===== config.mk =====
export PLATFORM = sky130hd
export DESIGN_NAME = pbridge_xfer
export DESIGN_NICKNAME = d
export VERILOG_FILES = /design/src/rtl/px_pkg.sv /design/src/rtl/px_byte_join.sv /design/src/rtl/px_repeat_filter.sv /design/src/rtl/pbridge_xfer.sv
export SDC_FILE = /design/constraint.sdc
export NUM_CORES = 1
export LEC_CHECK = 0
export BUFFER_PORTS_ARGS = -buffer_cell sky130_fd_sc_hd__buf_2
export CORE_MARGIN = 4
export CORE_UTILIZATION = 25
export CTS_CLUSTER_SIZE = 20
export DETAILED_ROUTE_END_ITERATION = 12
export MAX_ROUTING_LAYER = met4
export SYNTH_ARGS = -nofsm -noshare
export SYNTH_HDL_FRONTEND = slang
export SYNTH_SLANG_ARGS = --single-unit

===== constraint.sdc =====
create_clock -name clk -period 3.31 [get_ports clk]
set_clock_uncertainty 0.05 [all_clocks]
set_input_delay 0.662 -clock clk [delete_from_list [all_inputs] [get_ports clk]]
set_output_delay 0.662 -clock clk [all_outputs]
set_load 0.01 [all_outputs]

===== src/rtl/px_pkg.sv =====
package px_pkg;

  typedef enum logic [2:0] {
    OP_PUT_DATA = 3'd0,
    OP_PUT_CTRL = 3'd1,
    OP_EPP_ADDR = 3'd2,
    OP_EPP_WR   = 3'd3,
    OP_GET_STAT = 3'd4,
    OP_GET_CTRL = 3'd5,
    OP_GET_DATA = 3'd6,
    OP_EPP_RD   = 3'd7
  } pop_e;

  typedef enum logic [1:0] {
    CL_NIB  = 2'd0,
    CL_53   = 2'd1,
    CL_BYTE = 2'd2,
    CL_EPP  = 2'd3
  } cls_e;

  typedef struct packed {
    pop_e       kind;
    logic [7:0] val;
  } pstep_t;

  localparam logic [2:0] MODE_LAST = 3'd5;

  function automatic pstep_t mk(input pop_e k, input logic [7:0] v);
    pstep_t s;
    s.kind = k;
    s.val  = v;
    return s;
  endfunction

  function automatic cls_e cls_of(input logic [2:0] m);
    case (m)
      3'd0:    return CL_NIB;
      3'd1:    return CL_53;
      3'd2:    return CL_BYTE;
      default: return CL_EPP;
    endcase
  endfunction

  function automatic logic [2:0] pre_len(input cls_e c, input logic wr);
    if (wr) return (c == CL_EPP) ? 3'd1 : 3'd5;
    case (c)
      CL_53:   return 3'd7;
      CL_EPP:  return 3'd2;
      default: return 3'd4;
    endcase
  endfunction

  function automatic pstep_t pre_step(input cls_e c, input logic wr, input logic [2:0] i);
    if (wr) begin
      if (c == CL_EPP) return mk(OP_EPP_ADDR, 8'h40);
      case (i)
        3'd0:    return mk(OP_PUT_DATA, 8'hA1);
        3'd1:    return mk(OP_PUT_CTRL, 8'h01);
        3'd2:    return mk(OP_PUT_CTRL, 8'h03);
        3'd3:    return mk(OP_PUT_CTRL, 8'h01);
        default: return mk(OP_PUT_CTRL, 8'h05);
      endcase
    end
    case (c)
      CL_NIB: case (i)
        3'd0:    return mk(OP_PUT_DATA, 8'h81);
        3'd1:    return mk(OP_PUT_CTRL, 8'h01);
        3'd2:    return mk(OP_PUT_CTRL, 8'h03);
        default: return mk(OP_PUT_DATA, 8'hC1);
      endcase
      CL_53: case (i)
        3'd0:    return mk(OP_PUT_DATA, 8'h91);
        3'd1:    return mk(OP_PUT_CTRL, 8'h01);
        3'd2:    return mk(OP_PUT_DATA, 8'h10);
        3'd3:    return mk(OP_PUT_CTRL, 8'h03);
        3'd4:    return mk(OP_PUT_DATA, 8'h51);
        3'd5:    return mk(OP_PUT_CTRL, 8'h05);
        default: return mk(OP_PUT_DATA, 8'hD1);
      endcase
      CL_BYTE: case (i)
        3'd0:    return mk(OP_PUT_DATA, 8'h89);
        3'd1:    return mk(OP_PUT_CTRL, 8'h01);
        3'd2:    return mk(OP_PUT_CTRL, 8'h23);
        default: return mk(OP_PUT_CTRL, 8'h21);
      endcase
      default: return (i == 3'd0) ? mk(OP_EPP_ADDR, 8'h00) : mk(OP_PUT_CTRL, 8'h24);
    endcase
  endfunction

  function automatic logic [2:0] post_len(input cls_e c, input logic wr);
    if (c == CL_EPP) return wr ? 3'd0 : 3'd1;
    return 3'd2;
  endfunction

  function automatic pstep_t post_step(input cls_e c, input logic wr, input logic [2:0] i);
    if (i != 3'd0 || c == CL_EPP) return mk(OP_PUT_CTRL, 8'h04);
    if (wr) return mk(OP_PUT_CTRL, 8'h07);
    if (c == CL_BYTE) return mk(OP_PUT_CTRL, 8'h06);
    return mk(OP_PUT_DATA, 8'h00);
  endfunction

  function automatic logic [1:0] byte_last(input cls_e c, input logic wr);
    if (c == CL_EPP) return 2'd0;
    if (wr) return 2'd1;
    case (c)
      CL_NIB:  return 2'd3;
      CL_53:   return 2'd2;
      default: return 2'd1;
    endcase
  endfunction

  function automatic pstep_t byte_step(input cls_e c, input logic wr, input logic [1:0] u,
                                       input logic ph, input logic [7:0] wb);
    logic [7:0] p;
    p = {7'd0, ph};
    if (wr) begin
      if (c == CL_EPP) return mk(OP_EPP_WR, wb);
      return (u == 2'd0) ? mk(OP_PUT_DATA, wb) : mk(OP_PUT_CTRL, 8'h04 | p);
    end
    case (c)
      CL_NIB: case (u)
        2'd0:    return mk(OP_PUT_CTRL, 8'h02 | p);
        2'd2:    return mk(OP_PUT_CTRL, 8'h04 | p);
        default: return mk(OP_GET_STAT, 8'h00);
      endcase
      CL_53: case (u)
        2'd0:    return mk(OP_PUT_CTRL, 8'h04 | p);
        2'd1:    return mk(OP_GET_STAT, 8'h00);
        default: return mk(OP_GET_CTRL, 8'h00);
      endcase
      CL_BYTE: return (u == 2'd0) ? mk(OP_PUT_CTRL, 8'h24 | p) : mk(OP_GET_DATA, 8'h00);
      default: return mk(OP_EPP_RD, 8'h00);
    endcase
  endfunction

endpackage


===== src/rtl/px_byte_join.sv =====
module px_byte_join
  import px_pkg::*;
(
  input  cls_e       cls_i,
  input  logic [7:0] first_i,
  input  logic [7:0] last_i,
  output logic [7:0] byte_o
);
  always_comb begin
    case (cls_i)
      CL_NIB:  byte_o = {last_i[7:4], first_i[7:4]};
      CL_53:   byte_o = {last_i[3:1], first_i[7:3]};
      default: byte_o = last_i;
    endcase
  end
endmodule


===== src/rtl/px_repeat_filter.sv =====
module px_repeat_filter #(
  parameter int DW = 8
) (
  input  logic          clk,
  input  logic          rst_n,
  input  logic          clr_i,
  input  logic          take_i,
  input  logic [DW-1:0] din_i,
  output logic          rpt_o
);
  logic          fresh_q, fresh_d;
  logic [DW-1:0] prev_q, prev_d;
  logic          en;

  assign rpt_o = !fresh_q && (din_i == prev_q);
  assign en    = clr_i || take_i;

  always_comb begin
    fresh_d = clr_i ? 1'b1 : 1'b0;
    prev_d  = take_i ? din_i : prev_q;
  end

  always_ff @(posedge clk or negedge rst_n) begin
    if (!rst_n) begin
      fresh_q <= 1'b1;
      prev_q  <= '0;
    end else if (en) begin
      fresh_q <= fresh_d;
      prev_q  <= prev_d;
    end
  end
endmodule


===== src/rtl/pbridge_xfer.sv =====
module pbridge_xfer
  import px_pkg::*;
#(
  parameter int         CNT_W     = 16,
  parameter int         BLK_BYTES = 512,
  parameter logic [7:0] SIDE_ADDR = 8'h84
) (
  input  logic             clk,
  input  logic             rst_n,
  input  logic             start_i,
  input  logic             dir_i,
  input  logic [2:0]       mode_i,
  input  logic [CNT_W-1:0] count_i,
  output logic             busy_o,
  output logic             done_o,
  output logic [7:0]       rd_data_o,
  output logic             rd_valid_o,
  input  logic             rd_ready_i,
  input  logic [7:0]       wr_data_i,
  input  logic             wr_valid_i,
  output logic             wr_ready_o,
  output logic             pop_valid_o,
  output logic [2:0]       pop_kind_o,
  output logic [7:0]       pop_val_o,
  input  logic [7:0]       pin_data_i,
  input  logic [7:0]       pin_stat_i,
  input  logic [7:0]       pin_ctrl_i,
  input  logic [7:0]       pin_epp_i,
  output logic             sreg_req_o,
  output logic [7:0]       sreg_addr_o,
  output logic [7:0]       sreg_val_o,
  input  logic             sreg_ack_i
);
  localparam logic [CNT_W-1:0] BLK = CNT_W'(BLK_BYTES);
  localparam logic [CNT_W-1:0] ONE = CNT_W'(1);

  typedef enum logic [3:0] {
    S_IDLE, S_SIDE_PRE, S_PRE, S_WAIT_IN, S_BYTE, S_OUT, S_POST, S_SIDE_POST, S_FIN
  } st_e;

  // reset: asserted asynchronously, released through two flops
  logic [1:0] rs_q;
  logic       rst_core_n;
  always_ff @(posedge clk or negedge rst_n) begin
    if (!rst_n) rs_q <= 2'b00;
    else        rs_q <= {rs_q[0], 1'b1};
  end
  assign rst_core_n = rs_q[1];

  st_e              st_q, st_d;
  logic             wr_q, wr_d;
  cls_e             cls_q, cls_d;
  logic [CNT_W-1:0] rem_q, rem_d;
  logic [2:0]       idx_q, idx_d;
  logic [1:0]       us_q, us_d;
  logic             ph_q, ph_d;
  logic             spre_q, spre_d, spost_q, spost_d;
  logic [7:0]       sval_q, sval_d;
  logic [7:0]       samp_q, samp_d;
  logic [7:0]       rd_q, rd_d;
  logic [7:0]       wb_q, wb_d;

  pstep_t     cur;
  logic       cur_v;
  logic [7:0] sample, joined;
  logic       rpt, accept, take_in;
  cls_e       cls_in;
  logic       need_pre, need_post;
  st_e        tail_st;

  assign cls_in    = cls_of(mode_i);
  assign accept    = (st_q == S_IDLE) && start_i && (mode_i <= MODE_LAST);
  assign take_in   = (st_q == S_WAIT_IN) && wr_valid_i;
  assign need_pre  = (cls_in == CL_EPP) && (dir_i ? (count_i < BLK) : (count_i > BLK));
  assign need_post = (cls_in == CL_EPP) && (!dir_i || (count_i < BLK));
  assign tail_st   = (post_len(cls_q, wr_q) != 3'd0) ? S_POST :
                     (spost_q ? S_SIDE_POST : S_FIN);

  // operation decode from state
  always_comb begin
    cur   = mk(OP_PUT_DATA, 8'h00);
    cur_v = 1'b0;
    case (st_q)
      S_PRE:  begin cur = pre_step(cls_q, wr_q, idx_q);                  cur_v = 1'b1; end
      S_BYTE: begin cur = byte_step(cls_q, wr_q, us_q, ph_q, wb_q);      cur_v = 1'b1; end
      S_POST: begin cur = post_step(cls_q, wr_q, idx_q);                 cur_v = 1'b1; end
      default: ;
    endcase
  end

  always_comb begin
    case (cur.kind)
      OP_GET_STAT: sample = pin_stat_i;
      OP_GET_CTRL: sample = pin_ctrl_i;
      OP_GET_DATA: sample = pin_data_i;
      default:     sample = pin_epp_i;
    endcase
  end

  px_byte_join u_join (
    .cls_i   (cls_q),
    .first_i (samp_q),
    .last_i  (sample),
    .byte_o  (joined)
  );

  px_repeat_filter #(.DW(8)) u_filt (
    .clk    (clk),
    .rst_n  (rst_core_n),
    .clr_i  (accept),
    .take_i (take_in),
    .din_i  (wr_data_i),
    .rpt_o  (rpt)
  );

  // next state
  always_comb begin
    st_d = st_q;   wr_d = wr_q;     cls_d = cls_q;   rem_d = rem_q;
    idx_d = idx_q; us_d = us_q;     ph_d = ph_q;     spre_d = spre_q;
    spost_d = spost_q; sval_d = sval_q; samp_d = samp_q; rd_d = rd_q; wb_d = wb_q;
    case (st_q)
      S_IDLE: if (accept) begin
        wr_d    = dir_i;
        cls_d   = cls_in;
        rem_d   = count_i;
        idx_d   = 3'd0;
        ph_d    = !dir_i;
        spre_d  = need_pre;
        spost_d = need_post;
        sval_d  = dir_i ? 8'h01 : 8'h03;
        st_d    = need_pre ? S_SIDE_PRE : S_PRE;
      end
      S_SIDE_PRE: if (sreg_ack_i) st_d = S_PRE;
      S_PRE: begin
        if (idx_q == pre_len(cls_q, wr_q) - 3'd1) begin
          idx_d = 3'd0;
          us_d  = 2'd0;
          if (rem_q == '0) st_d = tail_st;
          else             st_d = wr_q ? S_WAIT_IN : S_BYTE;
        end else begin
          idx_d = idx_q + 3'd1;
        end
      end
      S_WAIT_IN: if (wr_valid_i) begin
        wb_d = wr_data_i;
        us_d = ((cls_q != CL_EPP) && rpt) ? 2'd1 : 2'd0;
        st_d = S_BYTE;
      end
      S_BYTE: begin
        if (us_q == byte_last(cls_q, wr_q)) begin
          if (!wr_q) begin
            rd_d = joined;
            st_d = S_OUT;
          end else begin
            rem_d = rem_q - ONE;
            ph_d  = !ph_q;
            st_d  = (rem_q == ONE) ? tail_st : S_WAIT_IN;
          end
        end else begin
          if (cur.kind[2]) samp_d = sample;
          us_d = us_q + 2'd1;
        end
      end
      S_OUT: if (rd_ready_i) begin
        rem_d = rem_q - ONE;
        ph_d  = !ph_q;
        us_d  = 2'd0;
        st_d  = (rem_q == ONE) ? tail_st : S_BYTE;
      end
      S_POST: begin
        if (idx_q == post_len(cls_q, wr_q) - 3'd1) st_d = spost_q ? S_SIDE_POST : S_FIN;
        else                                       idx_d = idx_q + 3'd1;
      end
      S_SIDE_POST: if (sreg_ack_i) st_d = S_FIN;
      S_FIN:       st_d = S_IDLE;
      default:     st_d = S_IDLE;
    endcase
  end

  always_ff @(posedge clk or negedge rst_core_n) begin
    if (!rst_core_n) begin
      st_q <= S_IDLE;  wr_q <= 1'b0;  cls_q <= CL_NIB; rem_q <= '0;
      idx_q <= '0;     us_q <= '0;    ph_q <= 1'b0;    spre_q <= 1'b0;
      spost_q <= 1'b0; sval_q <= '0;  samp_q <= '0;    rd_q <= '0;  wb_q <= '0;
    end else begin
      st_q <= st_d;  wr_q <= wr_d;  cls_q <= cls_d;  rem_q <= rem_d;
      idx_q <= idx_d; us_q <= us_d; ph_q <= ph_d;    spre_q <= spre_d;
      spost_q <= spost_d; sval_q <= sval_d; samp_q <= samp_d; rd_q <= rd_d; wb_q <= wb_d;
    end
  end

  assign busy_o      = (st_q != S_IDLE);
  assign done_o      = (st_q == S_FIN);
  assign rd_valid_o  = (st_q == S_OUT);
  assign rd_data_o   = rd_q;
  assign wr_ready_o  = (st_q == S_WAIT_IN);
  assign pop_valid_o = cur_v;
  assign pop_kind_o  = cur.kind;
  assign pop_val_o   = cur.val;
  assign sreg_req_o  = (st_q == S_SIDE_PRE) || (st_q == S_SIDE_POST);
  assign sreg_addr_o = SIDE_ADDR;
  assign sreg_val_o  = (st_q == S_SIDE_PRE && spre_q) ? sval_q : 8'h00;
endmodule


==> results of run 1 <==
[repair_timing]
item / in CTS / in global routing
setup endpoints to repair: 1 / 1
gates resized for setup: 1 / 2
pin swaps: 1 / 1
setup buffers: 0 / 0
[through the flow]
step | hold slack [ns] | util (%) | cell area, um^2 | std cells
floorplan | 0.2812 | - | 4648 | 575
global placement | 0.1424 | 29.50 | 5318 | 874
detailed placement | 0.1450 | 29.50 | 5318 | 874
CTS | 0.05131 | 31.34 | 5649 | 890
global route | 0.05325 | 31.39 | 5658 | 892
finish | 0.05738 | 31.39 | 5658 | 892
[power by group]
part | total (uW) | leakage [uW] | switching (uW) | internal [uW]
registers | 1390 | 0.000684 | 368 | 1020
clock network | 1010 | 0.000144 | 354 | 657
logic | 3120 | 0.00157 | 1830 | 1290
[placed cells by master (no fill, tap or decap), drive strengths merged, types with 11 or more instances in the layout]
master and n:
buf 119, nand2 63, a21oi 57, dfrtp 56
nor2 45, o21ai 45, nor3 22, mux2i 18
conb 15, mux2 15, inv 13, nand3 12
ha 12, nand2b 11
[routing by layer]
metal / share of wire, % / global-route usage (%) / up-vias / wire length (um)
li1: - / - / 2236 / -
met1: 47 / 20.10 / 2160 / 6830
met2: 45 / 21.54 / 158 / 6640
met3: 6.5 / 3.028 / 19 / 948
met4: 1.4 / 3.419 / 0 / 205
met5: 0 / - / - / 0
[how the worst min path moves through the flow]
stage | startpoint | endpoint | slack (ns) | depth (start not counted)
3_5_place_dp | rs_q[1]$_DFF_PN0_ | samp_q[7]$_DFFE_PN0P_ | 0.15 | 0
5_1_grt | rst_n | rs_q[0]$_DFF_PN0_ | 0.05 | 1
6_report | rst_n | rs_q[0]$_DFF_PN0_ | 0.06 | 1
4_1_cts | rst_n | rs_q[0]$_DFF_PN0_ | 0.05 | 1
3_3_place_gp | rs_q[1]$_DFF_PN0_ | rd_data_o[4]$_DFFE_PN0P_ | 0.14 | 0
2_1_floorplan | rs_q[0]$_DFF_PN0_ | rs_q[1]$_DFF_PN0_ | 0.28 | 0
[registers in the layout, summed over array words and instances, names as in the netlist, 2 cells and up]
name           cells
samp_q             5
rs_q               2
rd_data_o          8
sval_q             2
st_q               4
cls_q              2
u_filt.prev_q      4
rem_q             16
us_q               2
idx_q              3
wb_q               4
[worst max-delay path, cell delays in order (launching register included)]
cell and delay [ns]:
dfrtp_2 0.46, inv_1 0.13, ha_2 0.27, nand2b_1 0.21, a22oi_1 0.25, o22ai_1 0.15
a221oi_4 0.42, inv_1 0.07, buf_2 0.14
[layout make-up]
| type | instances | area, um^2 |
|---|---|---|
| fill | 1967 | 12370 |
| multi-input combinational | 455 | 2900 |
| sequential | 57 | 1430 |
| timing repair buffer | 119 | 663.1 |
| tap | 229 | 286.5 |
| clock buffer | 9 | 225.2 |
| clock inverter | 7 | 95.09 |
| inverter | 14 | 52.55 |
| antenna | 2 | 5.005 |
[kinds of logic after synthesis]
kind of cell	count (synthesis)
xor gates and xnor gates	10
muxes	33
AOI/OAI and AO/OA	175
buffers and inverters	63
other	2
DFF	57
and+or+nand+nor	210
adders and majority gates	12
==> results.md, run 1 <==
* Die Span Y at 143.6 um
* Run status: complete, no violations
* # H-tree levels at 3
* Die Footprint at 0.02063 mm^2
* Largest family of logic cells by synthesized area: compound AO/OA/AOI/OAI gates
* Synth Area in Compound Gates at 24.97%
* Final min period at roughly 3.1 ns
* Ports at approximately 110
* I/O Buffers at 92
* All-Layer GR Usage at approximately 14%
* Critical path class: reg -> out
* Final Max Tran Viols at 0
* Top cell type's share of synthesized area at 30.47%
* Rel. slew slack at 57.65%
* Arrival time at the worst endpoint at 2.43 ns
* Peak VDD IR at 373.5 uV
* Vias in the first global route at roughly 4300
* FMAX at 0.3178 GHz
* Worst min path class: in -> async
* CP Data Required Time at 2.60 ns
* First-pass GRT wire length at 23080 um
* Drc violations at 0
* Final Hold Fails at 0
* Clock slew at reported path FFs at roughly 0.06 ns
* Root buf cell: clkbuf_16
* Reg2reg path depth at 9
* Post-Synth XOR/XNOR Area at 1.904%
* Fin nets at 734
* Synth Flop Type: dfrtp_1
* Crit. Startpoint: idx_q[0]$_DFFE_PN0P_
* Gr ovfl total at 0
* Sequential area share after synthesis at 31.04%
* Post-Syn Instances at between 500 and 600
* DR vias at 4573
* Number of core rows at 49
* # setup viols final at 0
* Core area at around 0.018 mm^2
* Multiplexer share of the synthesized area at 7.671%
* Simple-Gate Fraction of Synth Area at a little under a quarter
* Ranking of synthesized cells by area: dfrtp_1 30%, a21oi_1 6.2%, nand2_1 5.1%, mux2i_1 3.9%, nor2_1 3.7%
* Routed vias/inst at 5.127
* Crit end category: output port
* Post-synth top cells: 63 x nand2_1, 57 x a21oi_1, 56 x dfrtp_1
* Synth Area in Adders at between 3 and 4%
* # clock sinks at between 50 and 60
* First DRT Iteration DRCs at 370
* Tot Pwr at approximately 5500 uW
* Pwr/cell area at around 980 mW/mm^2
* Drt total wl at ~15000 um
* Least-Margin Pin Slew at 0.6332 ns
* Initial antenna violation count at 2
* RR Startpoint: st_q[3]$_DFFE_PN0P_
* Die W at 143.6 um
* Clock Tree Buf Depth at 2
* Yosys cell types at 71
* RSZ-0062 raised after global routing: false
* Routability cong. at between 0.9 and 1
* Leak at 0.002401 uW
* R2r setup slk at 0.48 ns
* Post-synth EDFFs at 0
* Final WS setup at 0.1632 ns
* Layout cells sized above 1 at approximately 27%
* Syn Area/Cell at about 8 um^2
* Syn-to-layout area delta at 23.01%
* Total CTS buffers at 9
* Cts hold-fix bufs at 0
* Critical Path Sink: pop_kind_o[0]
* MaxCap Viol Count at 0
* Worst Path Max Fanout at 9
* Pre-CTS WS at 0.3567 ns
* CTS tree: yes
* Total Neg Setup Slack at 0 ns
* Total number of yosys warnings at 0
* Cell with the most instances after synthesis: nand2_1
* Critical path launch point type: flop
* WL per Instance at 16.39 um
* 1st-pass router iterations at 5
* Largest net degree at the start of global routing at 40
* Clk_lat worst skew at 0.33 ns
* Final worst path period share at 95.07%
* Synth area leader: dfrtp_1
* Effective utilization at floorplan at 25.52%
* DPL Wire Length at 11280 um
* Share of flip-flops with an asynchronous set or reset at 100.0%
* Post-Syn Area at 0.004599 mm^2
* R2R Path End: rd_data_o[6]$_DFFE_PN0P_
* Final ANT Viol Nets at 0
* Synth Register Bits at 57
Power figures use the tool's default switching activity.
==> inputs of run 2 (changes only) <==
--- a/config.mk
+++ b/config.mk
@@ -11,6 +11,7 @@
 export CTS_CLUSTER_SIZE = 20
 export DETAILED_ROUTE_END_ITERATION = 12
 export MAX_ROUTING_LAYER = met4
+export RECOVER_POWER = 100
 export SYNTH_ARGS = -nofsm -noshare
 export SYNTH_HDL_FRONTEND = slang
 export SYNTH_SLANG_ARGS = --single-unit
==> results.md, run 2 (synthesized netlist as in run 1, its figures left out) <==
* Routability cong. at 0.9082 (unchanged)
* Crit end category: output port
* Die W at 143.6 um (unchanged)
* Final min period at 3.194 ns (+0.04736 ns)
* Worst min path class: in -> async
* Highest-count cells in the layout ignoring fill and taps: 67 x buf_2, 63 x nand2_1, 57 x a21oi_1
* Pre-CTS WS at 0.3567 ns (unchanged)
* CTS tree: yes
* Arrival time at the worst endpoint at 2.48 ns (+0.05 ns)
* Drc violations at 0 (unchanged)
* DR vias at 4566 (-0.15%)
* Vias in the first global route at 4323 (unchanged)
* Root buf cell: clkbuf_16
* Effective utilization at floorplan at 25.52% (unchanged)
* Worst Path Max Fanout at 18 (+9)
* Pwr/cell area at 970.3 mW/mm^2 (-0.52%)
* Layout cells sized above 1 at 21.48% (-5.3 points)
* Clock slew at reported path FFs at 0.05 ns (about the same)
* Ports at 107 (unchanged)
* Peak VDD IR at 357.0 uV (-4.4%)
* Leak at 0.002289 uW (-4.7%)
* Fin area at 0.005578 mm^2 (-1.4%)
* Gr ovfl total at 0 (unchanged)
* Final ANT Viol Nets at 0 (unchanged)
* Clock Tree Buf Depth at 2 (unchanged)
* Largest net degree at the start of global routing at 40 (unchanged)
* Final WS setup at 0.1158 ns (-0.04735 ns)
* Commonest non-fill, non-tap cell in the layout: buf_2
* Total CTS buffers at 9 (unchanged)
* # clock sinks at 57 (unchanged)
* First-pass GRT wire length at 23080 um (unchanged)
* Cts hold-fix bufs at 0 (unchanged)
* Clk_lat worst skew at 0.33 ns (about the same)
* Postcts setup bufs at 0 (unchanged)
* MaxCap Viol Count at 0 (unchanged)
* 1st-pass router iterations at 5 (unchanged)
* DPL Wire Length at 11280 um (unchanged)
* Die Footprint at 0.02063 mm^2 (unchanged)
* Rel. slew slack at 30.15% (-28 points)
* Final core occ at 30.95% (-0.44 points)
* Number of flip-flops in the largest register at 16 (unchanged)
* RSZ-0062 raised after global routing: false
* All-Layer GR Usage at 14.44% (unchanged)
* Area taken by multi-input logic gates at 0.002878 mm^2 (-0.78%)
* Critical path class: reg -> out
* Critical path launch point type: flop
* # setup viols final at 0 (unchanged)
* Number of core rows at 49 (unchanged)
* I/O Buffers at 92 (unchanged)
* Drt total wl at 14620 um (about the same)
* Total Neg Setup Slack at 0 ns (unchanged)
* Final worst path period share at 96.50% (+1.4 points)
* Die Span Y at 143.6 um (unchanged)
* Final Max Tran Viols at 0 (unchanged)
* Core area at 0.01802 mm^2 (unchanged)
* Least-Margin Pin Slew at 1.048 ns (+0.4145 ns)
* Largest register by flop count: rem_q
* Syn-to-layout area delta at 21.27%
* Fin nets at 734 (unchanged)
* WL per Instance at 16.39 um (about the same)
* Initial antenna violation count at 2 (unchanged)
* FMAX at 0.3131 GHz (-1.5%)
* First DRT Iteration DRCs at 367 (-0.81%)
* Final Hold Fails at 0 (unchanged)
* Routed vias/inst at 5.119 (-0.15%)
* Run status: complete, no violations
* CP Data Required Time at 2.60 ns (about the same)
* Fill cells at 1981 (+0.71%)
* Placed inst area at 0.005318 mm^2 (unchanged)
* Register Area at 0.001429 mm^2 (about the same)
* # H-tree levels at 3 (unchanged)
[run 2: final cells by class]
type / instances / area share [%]
antenna: 2 / 0.08973
tap: 229 / 5.137
timing repair buffer: 119 / 10.88
clock inverter: 7 / 1.705
inverter: 14 / 0.9421
multi-input combinational: 455 / 51.59
clock buffer: 9 / 4.038
sequential: 57 / 25.62
[run 2: metrics by stage]
| stage | total power, uW | std cells | hold WS [ns] |
|---|---|---|---|
| final | 5412 | 892 | 0.05958 |
| after global routing | 5868 | 892 | 0.06292 |
| after CTS | 5529 | 890 | 0.05131 |
| after detailed placement | 4480 | 874 | 0.1450 |
| after global placement | 4465 | 874 | 0.1424 |
| after floorplan | 3534 | 575 | 0.2812 |
[run 2: path summary, 6_finish.rpt]
path	start	to	slack, ns	cells after the start
worst min register to register	rs_q[1]$_DFF_PN0_	rd_data_o[3]$_DFFE_PN0P_	0.25	0
worst min-delay path	rst_n	rs_q[0]$_DFF_PN0_	0.06	1
min in group clk	rs_q[0]$_DFF_PN0_	rs_q[1]$_DFF_PN0_	0.30	0
worst max register to register	st_q[3]$_DFFE_PN0P_	rd_data_o[3]$_DFFE_PN0P_	0.26	9
worst max-delay path	st_q[3]$_DFFE_PN0P_	pop_kind_o[1]	0.12	6
max in group asynchronous	rs_q[1]$_DFF_PN0_	st_q[0]$_DFFE_PN0P_	1.48	1
[run 2: worst max-delay path, cell delays in order (launching register included)]
cell	delay, ns
dfrtp_1	0.60
nor4b_1	0.43
clkbuf_1	0.24
a21bo_2	0.25
a22oi_1	0.17
buf_4	0.28
clkbuf_2	0.17
[run 2: where the power goes]
group | switching (uW) | total (uW) | leakage [uW] | internal (uW)
registers | 369 | 1390 | 0.000685 | 1020
clock network | 354 | 1010 | 0.000144 | 657
logic | 1820 | 3010 | 0.00146 | 1190
total | 2540 | 5410 | 0.00229 | 2870
[run 2: routing by layer]
metal / vias to the layer above / wire, um / global-route usage [%] / share of wire, %
met2: 161 / 6605 / 21.54 / 45
met3: 21 / 923 / 3.028 / 6.3
met5: - / 0 / - / 0
met4: 0 / 213 / 3.419 / 1.5
met1: 2155 / 6877 / 20.10 / 47
li1: 2229 / - / - / -
[run 2: repair_timing]
action | in CTS | in global routing
gates resized for setup | 1 | 2
pin swaps | 1 | 1
endpoints found under the hold margin | 0 | 0
gates cloned | 0 | 0
setup endpoints to repair | 1 | 1
==> inputs of run 3 (changes only) <==
--- a/config.mk
+++ b/config.mk
@@ -6,6 +6,7 @@
 export NUM_CORES = 1
 export LEC_CHECK = 0
 export BUFFER_PORTS_ARGS = -buffer_cell sky130_fd_sc_hd__buf_2
+export CORE_ASPECT_RATIO = 1.2
 export CORE_MARGIN = 4
 export CORE_UTILIZATION = 25
 export CTS_CLUSTER_SIZE = 20
==> results.md, run 3 (synthesized netlist as in run 1, its figures left out) <==
* Run status: finished with violations
* Failing checks: capacitance limit, slew limit
* CP Data Required Time at 2.60 ns (about the same)
* Reg2reg path depth at 10 (+1)
* Highest-count cells in the layout ignoring fill and taps: 76 x buf_2, 63 x nand2_1, 57 x a21oi_1
* Critical path class: reg -> out
* Drt total wl at 14640 um (+0.16%)
* Routability cong. at 0.9096 (+0.15%)
* Clock slew at reported path FFs at 0.06 ns (about the same)
* Peak VDD IR at 312.7 uV (-12%)
* Number of flip-flops in the largest register at 16 (unchanged)
* Die Span Y at 156.6 um (+9.0%)
* # H-tree levels at 3 (unchanged)
* Die W at 131.8 um (-8.2%)
* DPL Wire Length at 11550 um (+2.4%)
* R2r setup slk at 0.41 ns (+0.15 ns)
* Gr ovfl total at 0 (unchanged)
* Cts hold-fix bufs at 0 (unchanged)
* Largest net degree at the start of global routing at 30 (-25%)
* RR Startpoint: idx_q[0]$_DFFE_PN0P_
* Largest register by flop count: rem_q
* Gate power share at 56.9% (+1.3 points)
* Clock Tree Buf Depth at 2 (unchanged)
* Least-Margin Pin Slew at 1.709 ns (+0.6611 ns)
* Final Max Tran Viols at 30 (+30)
* Clk_lat worst skew at 0.33 ns (about the same)
* Hold WS at 0.05679 ns (-0.002790 ns)
* Routed vias/inst at 5.119 (about the same)
* DR vias at 4535 (-0.68%)
* MaxCap Viol Count at 1 (+1)
* Pint at 2840 uW (-1.0%)
* R2R Path End: rd_data_o[7]$_DFFE_PN0P_
* First-pass GRT wire length at 23260 um (+0.78%)
* Final WS setup at 0.1573 ns (+0.04151 ns)
* Worst min path class: in -> async
* Crit. Startpoint: idx_q[0]$_DFFE_PN0P_
* WL per Instance at 16.53 um (+0.84%)
* Drc violations at 0 (unchanged)
* Total CTS buffers at 9 (unchanged)
* Fill cells at 1960 (-1.1%)
* Arrival time at the worst endpoint at 2.44 ns (-0.04 ns)
* Critical path launch point type: flop
* Leak at 0.002322 uW (+1.4%)
* Core area at 0.01811 mm^2 (+0.46%)
* Final ANT Viol Nets at 0 (unchanged)
* Fin nets at 734 (unchanged)
* Crit end category: output port
* Sequential share of power at 26.0% (+0.3 points)
* Switching share of total power at 47.15% (+0.18 points)
* 1st-pass router iterations at 5 (unchanged)
* Pre-CTS WS at 0.3232 ns (-0.03354 ns)
* Final min period at 3.153 ns (-0.04151 ns)
* # clock sinks at 57 (unchanged)
* Ports at 107 (unchanged)
* Clock Power Share at 17.1% (-1.6 points)
* Pwr/cell area at 962.9 mW/mm^2 (-0.76%)
* Commonest non-fill, non-tap cell in the layout: buf_2
* Initial antenna violation count at 1 (-1)
* # setup viols final at 0 (unchanged)
* Worst Path Max Fanout at 9 (-9)
* Number of core rows at 54 (+10%)
* Final worst path period share at 95.25% (-1.3 points)
* First DRT Iteration DRCs at 197 (-46%)
* Rel. slew slack at -13.92% (-44 points)
* Final Hold Fails at 0 (unchanged)
* Effective utilization at floorplan at 25.40% (-0.12 points)
* Root buf cell: clkbuf_16
* CTS tree: yes
* Layout cells sized above 1 at 23.30% (+1.8 points)
* Final core occ at 30.83% (-0.12 points)
* FMAX at 0.3172 GHz (+1.3%)
* Syn-to-layout area delta at 21.35% (about the same)
* Die Footprint at 0.02064 mm^2 (about the same)
* Tot Pwr at 5374 uW (-0.69%)
* All-Layer GR Usage at 14.28% (-0.16 points)
* Vias in the first global route at 4350 (+0.62%)
* Switch Pwr at 2534 uW (-0.32%)
* I/O Buffers at 92 (unchanged)
-- run 3: changes by cell type in the layout (fill, tap and decap cells not counted), sizes merged --
cell / delta
diode: -1
clkinvlp: -1
clkbuf: -11
buf: +11
clkinv: +2
bufinv: -1
-- run 3: worst max path at each step --
stage                          end  slack [ns]  depth (start not counted)
2_1_floorplan  st_q[1]$_DFFE_PN0P_        0.70                          7
3_3_place_gp         pop_kind_o[0]        0.36                          8
3_5_place_dp         pop_kind_o[0]        0.32                          8
4_1_cts              pop_kind_o[0]        0.03                          8
5_1_grt              pop_kind_o[0]      -0.006                          8
6_report             pop_kind_o[0]        0.16                          8
-- run 3: final cells by class --
cell class	count	area (um^2)	share of cell area [%]
Clock buffer	9	225.2	4.035
Clock inverter	7	71.32	1.278
Multi-Input combinational cell	455	2900	51.96
Tap cell	224	280.3	5.021
Antenna cell	1	2.502	0.04483
Timing Repair Buffer	119	621.8	11.14
Inverter	14	52.55	0.9415
Sequential cell	57	1428	25.58
-- run 3: metal layers --
metal / track usage, % / share of wire, % / vias to the layer above
met4: 5.053 / 2.6 / 0
met5: - / 0 / -
met2: 24.01 / 50 / 134
met3: 2.605 / 4.2 / 21
met1: 17.29 / 43 / 2128
li1: - / - / 2252
-- run 3: power groups by stage --
stage                     combinational [uW]  clock, uW  sequential (uW)
after floorplan                         2270          0             1260
after global placement                  3050          0             1410
after detailed placement                3060          0             1410
after CTS                               3090        946             1400
after global routing                    3400        981             1450
final                                   3060        919             1400
-- run 3: repair_timing --
action / CTS / global route
pin swaps: 0 / 1
setup endpoints to repair: 1 / 1
resized for setup: 1 / 1
buffers inserted: 0 / 1
-- run 3: metrics by stage --
| stage | std cells | cell area [um^2] | setup TNS, ns |
|---|---|---|---|
| final | 886 | 5582 | 0 |
| after global routing | 886 | 5582 | -0.005838 |
| after CTS | 884 | 5612 | 0 |
| after detailed placement | 868 | 5304 | 0 |
| after global placement | 868 | 5304 | 0 |
| after floorplan | 575 | 4648 | 0 |
-- run 3: worst max-delay path, stage by stage, from the launching register on --
cell and delay (ns):
dfrtp_1 0.49, inv_1 0.14, ha_1 0.26, or2_2 0.33
nor3_1 0.15, o22ai_1 0.15, a221oi_4 0.39, inv_1 0.06
buf_2 0.14
